$ cat config.mk
export PLATFORM = sky130hd
export DESIGN_NAME = i2c_qgpio_expander
export DESIGN_NICKNAME = d
export VERILOG_FILES = /design/src/rtl/qgpio_pkg.sv /design/src/rtl/qgpio_line_sync.sv /design/src/rtl/qgpio_port.sv /design/src/rtl/qgpio_bus_fsm.sv /design/src/rtl/i2c_qgpio_expander.sv
export SDC_FILE = /design/constraint.sdc
export NUM_CORES = 1
export LEC_CHECK = 0
export BUFFER_PORTS_ARGS = -buffer_cell sky130_fd_sc_hd__clkbuf_2
export CAP_MARGIN = 30
export CORE_UTILIZATION = 55
export DETAILED_ROUTE_END_ITERATION = 6
export PLACE_DENSITY = 0.76
export SLEW_MARGIN = 10
export SYNTH_ARGS = -nofsm -noshare
export SYNTH_HDL_FRONTEND = slang
export SYNTH_SLANG_ARGS = --single-unit
$ cat constraint.sdc
create_clock -name clk -period 4.4 [get_ports clk]
set_input_delay 0 -clock clk [delete_from_list [all_inputs] [get_ports clk]]
set_output_delay 0 -clock clk [all_outputs]
set_load 0.03 [all_outputs]
$ cat src/rtl/qgpio_pkg.sv
package qgpio_pkg;

  typedef enum logic [2:0] {
    ST_IDLE,
    ST_ADDR,
    ST_ADDR_ACK,
    ST_WR_DATA,
    ST_WR_ACK,
    ST_RD_DATA,
    ST_RD_ACK,
    ST_IGNORE
  } bus_state_t;

  localparam int BYTE_W = 8;

endpackage

$ cat src/rtl/qgpio_line_sync.sv
module qgpio_line_sync #(
  parameter int STAGES = 2
) (
  input  logic clk,
  input  logic rst,
  input  logic scl_i,
  input  logic sda_i,
  output logic scl_s,
  output logic sda_s,
  output logic scl_rise,
  output logic scl_fall,
  output logic start_det,
  output logic stop_det
);

  logic [STAGES-1:0] scl_chain;
  logic [STAGES-1:0] sda_chain;
  logic              scl_q;
  logic              sda_q;

  // idle bus is high on both lines
  always_ff @(posedge clk) begin
    if (rst) begin
      scl_chain <= '1;
      sda_chain <= '1;
      scl_q     <= 1'b1;
      sda_q     <= 1'b1;
    end else begin
      scl_chain <= {scl_chain[STAGES-2:0], scl_i};
      sda_chain <= {sda_chain[STAGES-2:0], sda_i};
      scl_q     <= scl_chain[STAGES-1];
      sda_q     <= sda_chain[STAGES-1];
    end
  end

  assign scl_s     = scl_chain[STAGES-1];
  assign sda_s     = sda_chain[STAGES-1];
  assign scl_rise  = scl_s & ~scl_q;
  assign scl_fall  = ~scl_s & scl_q;
  // data edge while the clock stays high
  assign start_det = scl_s & scl_q & sda_q & ~sda_s;
  assign stop_det  = scl_s & scl_q & ~sda_q & sda_s;

endmodule

$ cat src/rtl/qgpio_port.sv
module qgpio_port #(
  parameter int PORT_W = 8,
  parameter int STAGES = 2
) (
  input  logic              clk,
  input  logic              rst,
  input  logic [PORT_W-1:0] pin_in,
  input  logic              wr_stb,
  input  logic [PORT_W-1:0] wr_data,
  input  logic              snap_stb,
  input  logic              rd_stb,
  output logic [PORT_W-1:0] pin_sync,
  output logic [PORT_W-1:0] pin_pull_low,
  output logic [PORT_W-1:0] pin_weak_high,
  output logic [PORT_W-1:0] pin_strong_high,
  output logic              irq_n
);

  logic [PORT_W-1:0] pin_chain [STAGES];
  logic [PORT_W-1:0] latch_q;
  logic [PORT_W-1:0] snap_q;
  logic [PORT_W-1:0] strong_q;
  logic              hold_q;
  logic              irq_q;

  always_ff @(posedge clk) begin
    if (rst) begin
      for (int k = 0; k < STAGES; k++) pin_chain[k] <= '1;
    end else begin
      pin_chain[0] <= pin_in;
      for (int k = 1; k < STAGES; k++) pin_chain[k] <= pin_chain[k-1];
    end
  end

  assign pin_sync = pin_chain[STAGES-1];

  // latch, strong pulse and the compare-hold window of a write
  always_ff @(posedge clk) begin
    if (rst) begin
      latch_q  <= '1;
      strong_q <= '0;
      hold_q   <= 1'b0;
    end else if (wr_stb) begin
      latch_q  <= wr_data;
      strong_q <= wr_data;
      hold_q   <= 1'b1;
    end else if (snap_stb) begin
      strong_q <= '0;
      hold_q   <= 1'b0;
    end
  end

  // snapshot and interrupt
  always_ff @(posedge clk) begin
    if (rst) begin
      snap_q <= '1;
      irq_q  <= 1'b1;
    end else if (snap_stb || rd_stb) begin
      snap_q <= pin_sync;
      irq_q  <= 1'b1;
    end else if (!hold_q && !wr_stb) begin
      irq_q  <= (pin_sync == snap_q);
    end
  end

  assign pin_pull_low    = ~latch_q;
  assign pin_weak_high   = latch_q;
  assign pin_strong_high = strong_q;
  assign irq_n           = irq_q;

  assert_latch_on_write_R3: assert property (@(posedge clk) disable iff (rst)
    !$stable(latch_q) |-> $past(wr_stb));

  assert_sample_clears_R8: assert property (@(posedge clk) disable iff (rst)
    (snap_stb || rd_stb) |=> irq_n);

  assert_strong_in_window_R4: assert property (@(posedge clk) disable iff (rst)
    (|strong_q) |-> hold_q);

endmodule

$ cat src/rtl/qgpio_bus_fsm.sv
module qgpio_bus_fsm
  import qgpio_pkg::*;
#(
  parameter int          DATA_W  = 8,
  parameter int          STRAP_W = 3,
  parameter logic [3:0]  ADDR_HI = 4'b0100
) (
  input  logic               clk,
  input  logic               rst,
  input  logic               scl_s,
  input  logic               sda_s,
  input  logic               scl_rise,
  input  logic               scl_fall,
  input  logic               start_det,
  input  logic               stop_det,
  input  logic [STRAP_W-1:0] strap,
  input  logic [DATA_W-1:0]  pin_sync,
  output logic               sda_oe,
  output logic               hs_mode,
  output logic               wr_stb,
  output logic [DATA_W-1:0]  wr_data,
  output logic               snap_stb,
  output logic               rd_stb
);

  localparam int          CNT_W   = $clog2(DATA_W + 1);
  localparam logic [CNT_W-1:0] LAST = CNT_W'(DATA_W);
  localparam logic [4:0]  HS_CODE = 5'b00001;

  bus_state_t        state;
  logic [CNT_W-1:0]  cnt;
  logic [DATA_W-1:0] rx;
  logic [DATA_W-1:0] tx;
  logic              rw_q;
  logic              acked_q;
  logic              oe_q;
  logic              hs_q;
  logic              addr_hit;

  assign addr_hit = (rx[DATA_W-1:1] == {ADDR_HI, strap});

  always_ff @(posedge clk) begin
    wr_stb   <= 1'b0;
    snap_stb <= 1'b0;
    rd_stb   <= 1'b0;
    if (rst) begin
      state   <= ST_IDLE;
      cnt     <= '0;
      rx      <= '0;
      tx      <= '0;
      wr_data <= '0;
      rw_q    <= 1'b0;
      acked_q <= 1'b0;
      oe_q    <= 1'b0;
      hs_q    <= 1'b0;
    end else if (stop_det) begin
      state <= ST_IDLE;
      oe_q  <= 1'b0;
      hs_q  <= 1'b0;
    end else if (start_det) begin
      state <= ST_ADDR;
      cnt   <= '0;
      oe_q  <= 1'b0;
    end else begin
      unique case (state)
        ST_ADDR: begin
          if (scl_rise) begin
            rx  <= {rx[DATA_W-2:0], sda_s};
            cnt <= cnt + 1'b1;
          end else if (scl_fall && cnt == LAST) begin
            if (rx[DATA_W-1:DATA_W-5] == HS_CODE) begin
              hs_q  <= 1'b1;
              state <= ST_IGNORE;
            end else if (addr_hit) begin
              rw_q  <= rx[0];
              oe_q  <= 1'b1;
              state <= ST_ADDR_ACK;
            end else begin
              state <= ST_IGNORE;
            end
          end
        end
        ST_ADDR_ACK: begin
          if (scl_rise && rw_q) begin
            tx     <= pin_sync;
            rd_stb <= 1'b1;
          end else if (scl_fall) begin
            cnt <= '0;
            if (rw_q) begin
              oe_q  <= ~tx[DATA_W-1];
              tx    <= {tx[DATA_W-2:0], 1'b0};
              state <= ST_RD_DATA;
            end else begin
              oe_q  <= 1'b0;
              state <= ST_WR_DATA;
            end
          end
        end
        ST_WR_DATA: begin
          if (scl_rise) begin
            rx  <= {rx[DATA_W-2:0], sda_s};
            cnt <= cnt + 1'b1;
          end else if (scl_fall && cnt == LAST) begin
            oe_q  <= 1'b1;
            state <= ST_WR_ACK;
          end
        end
        ST_WR_ACK: begin
          if (scl_rise) begin
            wr_stb  <= 1'b1;
            wr_data <= rx;
          end else if (scl_fall) begin
            snap_stb <= 1'b1;
            oe_q     <= 1'b0;
            cnt      <= '0;
            state    <= ST_WR_DATA;
          end
        end
        ST_RD_DATA: begin
          if (scl_rise) begin
            cnt <= cnt + 1'b1;
          end else if (scl_fall) begin
            if (cnt == LAST) begin
              oe_q  <= 1'b0;
              state <= ST_RD_ACK;
            end else begin
              oe_q <= ~tx[DATA_W-1];
              tx   <= {tx[DATA_W-2:0], 1'b0};
            end
          end
        end
        ST_RD_ACK: begin
          if (scl_rise) begin
            acked_q <= ~sda_s;
            if (!sda_s) begin
              tx     <= pin_sync;
              rd_stb <= 1'b1;
            end
          end else if (scl_fall) begin
            cnt <= '0;
            if (acked_q) begin
              oe_q  <= ~tx[DATA_W-1];
              tx    <= {tx[DATA_W-2:0], 1'b0};
              state <= ST_RD_DATA;
            end else begin
              state <= ST_IGNORE;
            end
          end
        end
        default: ;
      endcase
    end
  end

  assign sda_oe  = oe_q;
  assign hs_mode = hs_q;

  assert_oe_rise_scl_low_R10: assert property (@(posedge clk) disable iff (rst)
    $rose(oe_q) |-> !$past(scl_s));

  assert_hs_hold_R9: assert property (@(posedge clk) disable iff (rst)
    (hs_q && !stop_det) |=> hs_q);

  assert_ack_matched_R2: assert property (@(posedge clk) disable iff (rst)
    ($rose(oe_q) && state == ST_ADDR_ACK) |-> $past(addr_hit));

endmodule

$ cat src/rtl/i2c_qgpio_expander.sv
module i2c_qgpio_expander #(
  parameter int         PORT_W    = 8,
  parameter int         STRAP_W   = 3,
  parameter int         SYNC_LEN  = 2,
  parameter logic [3:0] ADDR_HIGH = 4'b0100
) (
  input  logic               clk,
  input  logic               rst,
  input  logic               scl_i,
  input  logic               sda_i,
  input  logic [STRAP_W-1:0] addr_strap,
  input  logic [PORT_W-1:0]  pin_in,
  output logic               sda_oe,
  output logic [PORT_W-1:0]  pin_pull_low,
  output logic [PORT_W-1:0]  pin_weak_high,
  output logic [PORT_W-1:0]  pin_strong_high,
  output logic               irq_n,
  output logic               hs_mode
);

  logic scl_s, sda_s, scl_rise, scl_fall, start_det, stop_det;
  logic wr_stb, snap_stb, rd_stb;
  logic [PORT_W-1:0] wr_data;
  logic [PORT_W-1:0] pin_sync;

  qgpio_line_sync #(.STAGES(SYNC_LEN)) u_sync (
    .clk      (clk),
    .rst      (rst),
    .scl_i    (scl_i),
    .sda_i    (sda_i),
    .scl_s    (scl_s),
    .sda_s    (sda_s),
    .scl_rise (scl_rise),
    .scl_fall (scl_fall),
    .start_det(start_det),
    .stop_det (stop_det)
  );

  qgpio_bus_fsm #(
    .DATA_W (PORT_W),
    .STRAP_W(STRAP_W),
    .ADDR_HI(ADDR_HIGH)
  ) u_fsm (
    .clk      (clk),
    .rst      (rst),
    .scl_s    (scl_s),
    .sda_s    (sda_s),
    .scl_rise (scl_rise),
    .scl_fall (scl_fall),
    .start_det(start_det),
    .stop_det (stop_det),
    .strap    (addr_strap),
    .pin_sync (pin_sync),
    .sda_oe   (sda_oe),
    .hs_mode  (hs_mode),
    .wr_stb   (wr_stb),
    .wr_data  (wr_data),
    .snap_stb (snap_stb),
    .rd_stb   (rd_stb)
  );

  qgpio_port #(.PORT_W(PORT_W), .STAGES(SYNC_LEN)) u_port (
    .clk            (clk),
    .rst            (rst),
    .pin_in         (pin_in),
    .wr_stb         (wr_stb),
    .wr_data        (wr_data),
    .snap_stb       (snap_stb),
    .rd_stb         (rd_stb),
    .pin_sync       (pin_sync),
    .pin_pull_low   (pin_pull_low),
    .pin_weak_high  (pin_weak_high),
    .pin_strong_high(pin_strong_high),
    .irq_n          (irq_n)
  );

endmodule

* Yosys cells after proc, flatten, opt, wreduce, memory -nomap -nowiden
Memory sizes are Yosys's and may differ from the RTL's. Index checks and enable logic that the tools add are counted.
Cells by class: add/sub/neg operators 1, $mul 0, divide/modulo/power cells 0, $lt $le $gt $ge 0, equality and inequality tests 47, shift operators 0, mux-type cells 69, bitwise logic cells 20, reduce and logical (&&, ||, !) cells 29
Operators with widths (count):
- 2-to-1 mux 8 bit | 14
- 2-to-1 mux 3 bit | 16
- 2-to-1 mux 1 bit | 28
- AND reduction 14 bit | 2
- inequality test 3 bit, second input constant | 8
- one-hot mux 8 bit (3 select lines) | 1
- inequality test 3 x 2 -> 1 bit, second input constant | 7
- 2-to-1 mux 4 bit | 5
- inequality test 2 x 1 -> 1 bit, second input constant | 9
- one-hot mux 3 bit (6 select lines) | 1
- inequality test 2 bit, second input constant | 8
- AND reduction 16 bit | 1
- inequality test 3 x 1 -> 1 bit, second input constant | 5
- one-hot mux 4 bit (3 select lines) | 1
- AND reduction 4 bit | 3
- AND reduction 11 bit | 1
- inverter 1 bit | 10
- AND reduction 5 bit | 2
- equality test 3 bit, second input constant | 3
- equality test 8 bit | 1
- inverter 8 bit | 1
- OR reduction 2 bit | 4
- bitwise AND 1 bit | 7
- equality test 7 x 6 -> 1 bit | 1
- other kinds (21) | 27
Word-level totals: register bits 70, bits in latches 0, memory bits (writable) 16, ROM bits 0, input bits 15, word-level logic and storage cells 189, memories 1
Memory list:
- u_port.pin_chain | depth 2, width 8, rd ports 2, clocked after Yosys merged registers in 0, wr ports 2, RTL line qgpio_port.sv:19 | logic [PORT_W-1:0] pin_chain [STAGES];

* Logic depth before layout (Yosys ltp)
Gate-level depths: netlist (run 1).
depth after elaboration 7, gate-level depth with buffers 7

* Modules after synthesis
Synthesis (run 1) repeated with hierarchy kept, for this count alone.
Unflattened totals: cells, all modules 398, area, all modules 3736.1 µm²
Modules (own cells, without submodules):
- qgpio_bus_fsm | instances 1, cells an instance 224, area an instance 2003.2 µm²
- qgpio_port | instances 1, cells an instance 158, area an instance 1542.7 µm²
- qgpio_line_sync | instances 1, cells an instance 16, area an instance 190.2 µm²

* Worst setup path before layout (run 1)
OpenSTA, ideal clock, no wires.
kind flip-flop to flip-flop, from register u_fsm.cnt[0], to register u_fsm.tx[1], setup time 0.121 ns, arrival 1.688 ns, data required time 4.279 ns, setup slack 2.591 ns, stages on the path, launching flop included 8, cells stage by stage dfxtp_1 > inv_1 > ha_1 > and3b_1 > nand3b_4 > a221oi_4 > o21ai_4 > mux2_4
Between the ends: word-level cells in the longest chain between the ends 3
Ends and longest elaborated chain:
- from (decl) | RTL line qgpio_bus_fsm.sv:31 | logic [CNT_W-1:0] cnt;
- from (signal assigned) | RTL line qgpio_bus_fsm.sv:69 | cnt <= cnt + 1'b1;
- from (signal assigned) | RTL line qgpio_bus_fsm.sv:102 | cnt <= cnt + 1'b1;
- from (signal assigned) | RTL line qgpio_bus_fsm.sv:121 | cnt <= cnt + 1'b1;
- equality test 4 bit | RTL line qgpio_bus_fsm.sv:123 | if (cnt == LAST) begin
- inequality test 2 bit (no source line)
- AND reduction 11 bit (no source line)
- to (signal assigned) | RTL line qgpio_bus_fsm.sv:128 | tx <= {tx[DATA_W-2:0], 1'b0};
- to (signal assigned) | RTL line qgpio_bus_fsm.sv:136 | tx <= pin_sync;
- to (signal assigned) | RTL line qgpio_bus_fsm.sv:143 | tx <= {tx[DATA_W-2:0], 1'b0};
- to (decl) | RTL line qgpio_bus_fsm.sv:33 | logic [DATA_W-1:0] tx;
No other way between the ends. A chain may end at the register's enable or synchronous reset.

* Worst setup path in the final report (run 1)
from register u_sync.scl_chain[1], to register u_fsm.tx[7]
Between the ends: word-level cells in the longest chain between the ends 5, elaborated cells between the ends (all ways) 22, those cells by class eq/ne (7); mux (3); bitwise (10); reduce/logical (2)
Ends and longest elaborated chain:
- from (decl) | RTL line qgpio_line_sync.sv:16 | logic [STAGES-1:0] scl_chain;
- from (signal assigned) | RTL line qgpio_line_sync.sv:29 | scl_chain <= {scl_chain[STAGES-2:0], scl_i};
- bitwise AND 1 bit | RTL line qgpio_line_sync.sv:41, qgpio_line_sync.sv:42
- bitwise AND 1 bit (on tied branches) (2 in series) | RTL line qgpio_line_sync.sv:42, qgpio_line_sync.sv:41
- inverter 1 bit (no source line)
- AND reduction 11 bit (no source line)
- to (signal assigned) | RTL line qgpio_bus_fsm.sv:85 | tx <= pin_sync;
- to (signal assigned) | RTL line qgpio_bus_fsm.sv:91 | tx <= {tx[DATA_W-2:0], 1'b0};
- to (signal assigned) | RTL line qgpio_bus_fsm.sv:128
Several ways; a longest one is shown, not always the timed one.

==> results of run 1 <==
-- repair_timing --
action                    4_1_cts  5_1_grt
hold endpoints to repair       10        0
hold buffers                   10        0
setup buffers                   0        0
-- final cells by class --
type	count	area (µm²)
clock buffer	9	124
clock inverter	7	73.8
fill	533	2250
inverter	15	56.3
multi-input combinational	283	1750
sequential	86	1720
tap	77	96.3
timing repair buffer	52	313
-- sequential cells by signal, indices dropped and copies added, names as in the netlist --
register,count
u_sync.scl_q,1
u_fsm.state,3
u_fsm.snap_stb,1
u_fsm.wr_data,8
u_sync.scl_chain,2
u_port.pin_weak_high,8
u_fsm.sda_oe,1
u_port.snap_q,8
u_fsm.rx,8
u_port.hold_q,1
u_port.pin_chain,16
u_sync.sda_chain,2
u_fsm.rd_stb,1
u_fsm.acked_q,1
u_fsm.cnt,4
u_fsm.wr_stb,1
u_port.irq_n,1
u_fsm.rw_q,1
u_port.pin_strong_high,8
u_fsm.tx,8
u_sync.sda_q,1
u_fsm.hs_mode,1
-- kinds of logic (layout without fill, tap and decap cells) --
| kind of cell | count (synthesis) | in the layout | share of synthesized area [%] |
|---|---|---|---|
| and+or+nand+nor | 165 | 165 | 23.4 |
| muxes | 20 | 20 | 6.48 |
| DFF | 86 | 86 | 47.2 |
| buffers and inverters | 40 | 83 | 4.77 |
| AOI/OAI and AO/OA | 85 | 85 | 14.8 |
| xor gates and xnor gates | 11 | 11 | 2.64 |
| adders and majority gates | 2 | 2 | 0.686 |
-- path summary, 6_finish.rpt --
check        slack, ps  depth (start not counted)                      end                   start
max               2130                          5              u_fsm.tx[7]     u_sync.scl_chain[1]
min                230                          3            u_port.hold_q                     rst
max reg2reg       2130                          5              u_fsm.tx[7]     u_sync.scl_chain[1]
min reg2reg        420                          1  u_port.pin_chain[0][10]  u_port.pin_chain[0][2]
-- placed cells by master, fill, tap and decap left out, types with 7 or more instances in the layout --
| master | Yosys | routed |
|---|---|---|
| nor2_1 | 30 | 30 |
| o211ai_1 | 8 | 8 |
| dfxtp_1 | 86 | 86 |
| nand2_1 | 46 | 46 |
| dlygate4sd3_1 | 0 | 10 |
| mux2_4 | 7 | 7 |
| or2_2 | 21 | 21 |
| xnor2_1 | 11 | 11 |
| clkbuf_2 | 0 | 41 |
| nand3_1 | 22 | 22 |
| clkbuf_8 | 0 | 9 |
| mux2i_1 | 12 | 12 |
| o21ai_0 | 24 | 24 |
| inv_1 | 14 | 14 |
| a21oi_1 | 31 | 31 |
| nor2b_1 | 13 | 13 |
-- power by group through the flow --
stage	clock network [W]	logic (W)	registers [W]
2_1_floorplan	0	0.0000400	0.000812
3_3_place_gp	0	0.0000497	0.000815
3_5_place_dp	0	0.0000507	0.000816
4_1_cts	0.000551	0.0000580	0.000797
5_1_grt	0.000582	0.0000638	0.000799
6_report	0.000541	0.0000582	0.000798
-- worst max-delay path, stage by stage, from the launching register on --
cell and delay [ps]:
dfxtp_1 550, nor2b_1 520, o21ai_0 240, a221oi_4 350
o21ai_4 180, mux2_4 320
-- routing by layer --
layer  GRT usage, %  vias to the layer above
met3           4.08                       16
li1               -                     1476
met5              0                        -
met2           36.4                       81
met4           10.0                        0
met1           31.0                     1383
-- stage by stage --
stage | worst slack (ps) | instances | total power (W) | hold WS [ps]
3_3_place_gp | 2250 | 503 | 0.000865 | 183
3_5_place_dp | 2180 | 503 | 0.000866 | 186
5_1_grt | 2020 | 529 | 0.00145 | 286
4_1_cts | 2140 | 529 | 0.00141 | 240
2_1_floorplan | 2590 | 409 | 0.000852 | 104
6_report | 2130 | 529 | 0.00140 | 234
==> results by group, run 1 <==
Outcome
  – Status: complete, no violations

Placed design
  – I/O Buffers: 41
  – Global placer's final weighted congestion: 0.869
  – Detailed placer's ending HPWL: 5000 µm
  – Cell Area, Placed: 0.00384 mm²

Layout
  – NumNets Final: 464
  – Final Util: 64.8%
  – Area growth syn-to-layout: 13.4%
  – Share of cells above drive strength 1: 21.0%
  – Antenna Cells: 0
  – Final instance area: 0.00414 mm²

Pwr
  – Clk pwr share: 38.7%
  – Switching fraction of total power: 25.7%
  – Peak supply drop: 0.262 mV
  – Reg power frac: 57.1%
  – P per Cell Area: 338 mW/mm²
  – Logic pwr share: 4.2%
  – P_sw: 0.000359 W
  – Leakage power: 1.79 nW
  – Internal Power: 0.00104 W

Clock tree
  – Worst-Skew Late Latency: 360 ps
  – Post-CTS sizing: 0
  – Clk root buf: clkbuf_8
  – TritonCTS clock tree: done
  – Clock transition at path regs: 100 ps
  – Clk buf depth: 2
  – Clock sinks: 86
  – Htree depth: 3
  – Cts bufs inserted: 9

Worst setup path
  – Worst endpoint required time: 4640 ps
  – Crit Path Class: reg2reg
  – Critical path arrival: 2510 ps
  – Crit start category: register
  – Top fanout value on the critical path: 11
  – Crit end category: register

STA
  – Unrepaired setup endpoints after global routing: no
  – Max-slew violations: 0
  – Tmin final: 2270 ps
  – Setup TNS: 0 ps
  – Clock Skew: 12.7 ps
  – Tcrit/Tclk final: 51.5%
  – Max_slew headroom: 50.5%
  – Final Hold Fails: 0
  – Worst-margin pin slew: 742 ps
  – Max Fclk: 441 MHz
  – Final setup violation count: 0

Floorplan
  – Die area: 0.00696 mm²
  – Die Wd: 83.4 µm
  – Initial Util: 57.1%
  – Row Count: 29
  – Core Footprint: 0.00639 mm²
  – Height of the die: 83.4 µm
  – Top Ports: 42

Logic synthesis
  – Synthesized area per cell: 8.92 µm²
  – Yosys top cell area share: 47.2%
  – Count leader, synth: dfxtp_1
  – Sequential area share after synthesis: 47.2%
  – Distinct cell type count after synthesis: 55
  – Post-synthesis register bit count: 86
  – Synth top area cells: dfxtp_1 (47%), nand2_1 (4.7%), a21oi_1 (4.3%)
  – Syn Nets: 426
  – Post-synth top area cell: dfxtp_1
  – Synth top cells by count: dfxtp_1 (86), nand2_1 (46), a21oi_1 (31)
  – Async SR Flop Fraction: 0%
  – Syn Inst Count: 409
  – Area of the mapped netlist: 0.00365 mm²
  – EDFF count, synth: 0
  – Synth warn: 0
  – Ys flop type: dfxtp_1

Route
  – Via Count: 2956
  – Wire length on met3: 336 µm
  – Avg WL per Cell: 14.3 µm
  – DR iter-0 viols: 162
  – Uppermost layer routed: met4
  – Vias per cell: 5.59
  – Met2 wire len: 3470 µm
  – DRC: 0
  – Post-route ant nets: 0
  – Final wirelength: 7560 µm
  – Drt pass-1 iters: 5
  – Met1 WL: 3610 µm

GRT
  – Initial antenna violation count: 0
  – Global route overflow: 0
  – GRT Total Usage: 23.0%
  – Largest net degree at the start of global routing: 72
  – Vias in the first global route: 2781
  – First-pass GRT wire length: 13000 µm

Run
  – Max-cap viol count: 0

Worst hold path
  – Hold Crit Class: in2reg
Note: power is estimated with default switching activity, not from simulation.
==> run 2: changes to the inputs <==
==> constraint.sdc (replaced) <==
create_clock -name clk -period 2.1 [get_ports clk]
set_input_delay 0 -clock clk [delete_from_list [all_inputs] [get_ports clk]]
set_output_delay 0 -clock clk [all_outputs]
set_load 0.03 [all_outputs]
==> run 2 against run 1 <==
Effect of this change: routed wire length up 2.1%; flip-flop and latch count unchanged; non-clock buffer count up 9; hold slack worse by 120 ps; die area unchanged; register-to-register slack worse by 2100 ps; total power up 110%; global-route usage about the same; clock power up 110%; core utilization up 1.2 points; count of clock-buffer cells in the layout unchanged; largest power group unchanged.
==> results by group, run 2 (synthesized netlist as in run 1, its figures left out) <==
Outcome
  – Status: complete, no violations (unchanged)

GRT
  – Vias in the first global route: 2800 (was 2781)
  – GRT Total Usage: 23.0% (about the same)
  – First-pass GRT wire length: 13000 µm (unchanged)
  – Global route overflow: 0 (unchanged)
  – Initial antenna violation count: 0 (unchanged)
  – Largest net degree at the start of global routing: 45 (was 72)

Pwr
  – P per Cell Area: 697 mW/mm² (was 338 mW/mm²)
  – Peak supply drop: 0.522 mV (was 0.262 mV)
  – Leakage power: 1.84 nW (was 1.79 nW)
  – Power Total: 0.00294 W (was 0.00140 W)

Layout
  – NumNets Final: 473 (was 464)
  – Top reg by flops: u_port.pin_chain (unchanged)
  – Most common cell after layout, fill and taps aside: dfxtp_1 (unchanged)
  – Final Util: 66.0% (was 64.8%)
  – Antenna Cells: 0 (unchanged)
  – Max FFs per register: 16 (unchanged)
  – Commonest cells after routing, fill and taps aside: dfxtp_1 (86), nand2_1 (46), clkbuf_2 (41) (unchanged)
  – Share of cells above drive strength 1: 22.8% (was 21.0%)
  – Area growth syn-to-layout: 15.6% (was 13.4%)
  – Fin cells: 538 (was 529)
  – Fill cells: 507 (was 533)

Worst setup path
  – CP Buf/Inv Count: 1 (was 0)
  – Crit start category: register (unchanged)
  – Crit end category: register (unchanged)
  – Critical path arrival: 2260 ps (was 2510 ps)
  – Top fanout value on the critical path: 8 (was 11)
  – Cell family with most CP delay: compound AO/OA/AOI/OAI gates (unchanged)
  – Max incr delay on CP: 370 ps (was 550 ps)
  – Critical path's slowest cell: dfxtp_1 (unchanged)
  – Worst endpoint required time: 2340 ps (was 4640 ps)
  – Cells along the critical path: inv_1 > ha_1 > and3b_1 > nand3b_4 > a221oi_4 > o21ai_4 > mux2_4 (was nor2b_1 > o21ai_0 > a221oi_4 > o21ai_4 > mux2_4)
  – Crit Path Class: reg2reg (unchanged)

Placed design
  – Pre-CTS setup slack: 139 ps (was 2180 ps)
  – Detailed placer's ending HPWL: 5300 µm (was 5000 µm)
  – Global placer's final weighted congestion: 0.850 (was 0.869)
  – I/O Buffers: 41 (unchanged)
  – Placed cell count: 512 (was 503)

Clock tree
  – Clock sinks: 86 (unchanged)
  – Worst-Skew Late Latency: 360 ps (about the same)
  – Clk root buf: clkbuf_8 (unchanged)
  – Clock transition at path regs: 100 ps (about the same)
  – Setup bufs post-CTS: 0 (unchanged)
  – Cts bufs inserted: 9 (unchanged)
  – Htree depth: 3 (unchanged)
  – TritonCTS clock tree: done (unchanged)
  – Clk buf depth: 2 (unchanged)

Route
  – Avg WL per Cell: 14.4 µm (was 14.3 µm)
  – Drt pass-1 iters: 4 (was 5)
  – Via Count: 2980 (was 2956)
  – Vias per cell: 5.54 (was 5.59)
  – DR iter-0 viols: 125 (was 162)
  – Final wirelength: 7720 µm (was 7560 µm)
  – DRC: 0 (unchanged)
  – Post-route ant nets: 0 (unchanged)

STA
  – Final setup violation count: 0 (unchanged)
  – Clock Skew: 15.2 ps (was 12.7 ps)
  – Tmin final: 2020 ps (was 2270 ps)
  – Max Fclk: 496 MHz (was 441 MHz)
  – Tcrit/Tclk final: 96.0% (was 51.5%)
  – Final Hold Fails: 0 (unchanged)
  – Worst-margin pin slew: 574 ps (was 742 ps)
  – Max_slew headroom: 61.6% (was 50.5%)
  – Setup TNS: 0 ps (unchanged)
  – Unrepaired setup endpoints after global routing: no (unchanged)
  – Max-slew violations: 0 (unchanged)
  – Final worst slack: 84.9 ps (was 2130 ps)

Floorplan
  – Core Footprint: 0.00639 mm² (unchanged)
  – Row Count: 29 (unchanged)
  – Height of the die: 83.4 µm (unchanged)
  – Top Ports: 42 (unchanged)
  – Die area: 0.00696 mm² (unchanged)
  – Initial Util: 57.1% (unchanged)
  – Die Wd: 83.4 µm (unchanged)

Worst hold path
  – Hold Crit Class: in2reg (unchanged)

Run
  – Max-cap viol count: 0 (unchanged)
## run 2: area by class of cell
cell class              instances  area, µm²  share of cell area [%]
inverters                      15       56.3                    1.34
repair buffers                 61        380                    9.02
clock buffers                   9        124                    2.94
multi-input cells             283       1760                    41.6
flip-flops and latches         86       1720                    40.8
well taps                      77       96.3                    2.28
clock inverters                 7       82.6                    1.96
## run 2: what timing repair did
action                                 CTS  global route
setup endpoints to repair                0             4
endpoints found under the hold margin   10             0
gates resized for setup                  0             1
hold buffers                            10             0
## run 2: worst paths after layout
check                 startpoint                  end  slack [ps]  cells after the start
min                          rst         u_fsm.sda_oe         120                      3
max                 u_fsm.cnt[0]          u_fsm.tx[4]          80                      7
min reg2reg  u_sync.sda_chain[0]  u_sync.sda_chain[1]         420                      1
max reg2reg         u_fsm.cnt[0]          u_fsm.tx[4]          80                      7
## run 2: through the flow
stage,hold WS (ps),area (µm²)
finish,118,4220
global placement,183,3910
floorplan,104,3650
global route,152,4220
CTS,115,4210
detailed placement,184,3910
## run 2: power by group
part | total, W | internal, W | leakage [nW] | switching, W
Clock | 0.00114 | 0.000467 | 0.0983 | 0.000672
Sequential | 0.00167 | 0.00165 | 0.699 | 0.0000152
Combinational | 0.000132 | 0.0000626 | 1.04 | 0.0000693
## run 2: per-layer routing
metal  track usage (%)  vias to the layer above  wire, µm
li1                  -                     1488         -
met1              31.1                     1405      3750
met2              36.6                       79      3520
met3              4.67                        8       364
met4              8.63                        0        84
met5                 0                        -         0
## run 2: worst min-delay path: cells and delay by family
kind                   cells  cell delay [ps]
AND/OR/NAND/NOR            1              240
AO/OA/AOI/OAI              1               60
buffers and inverters      1              130
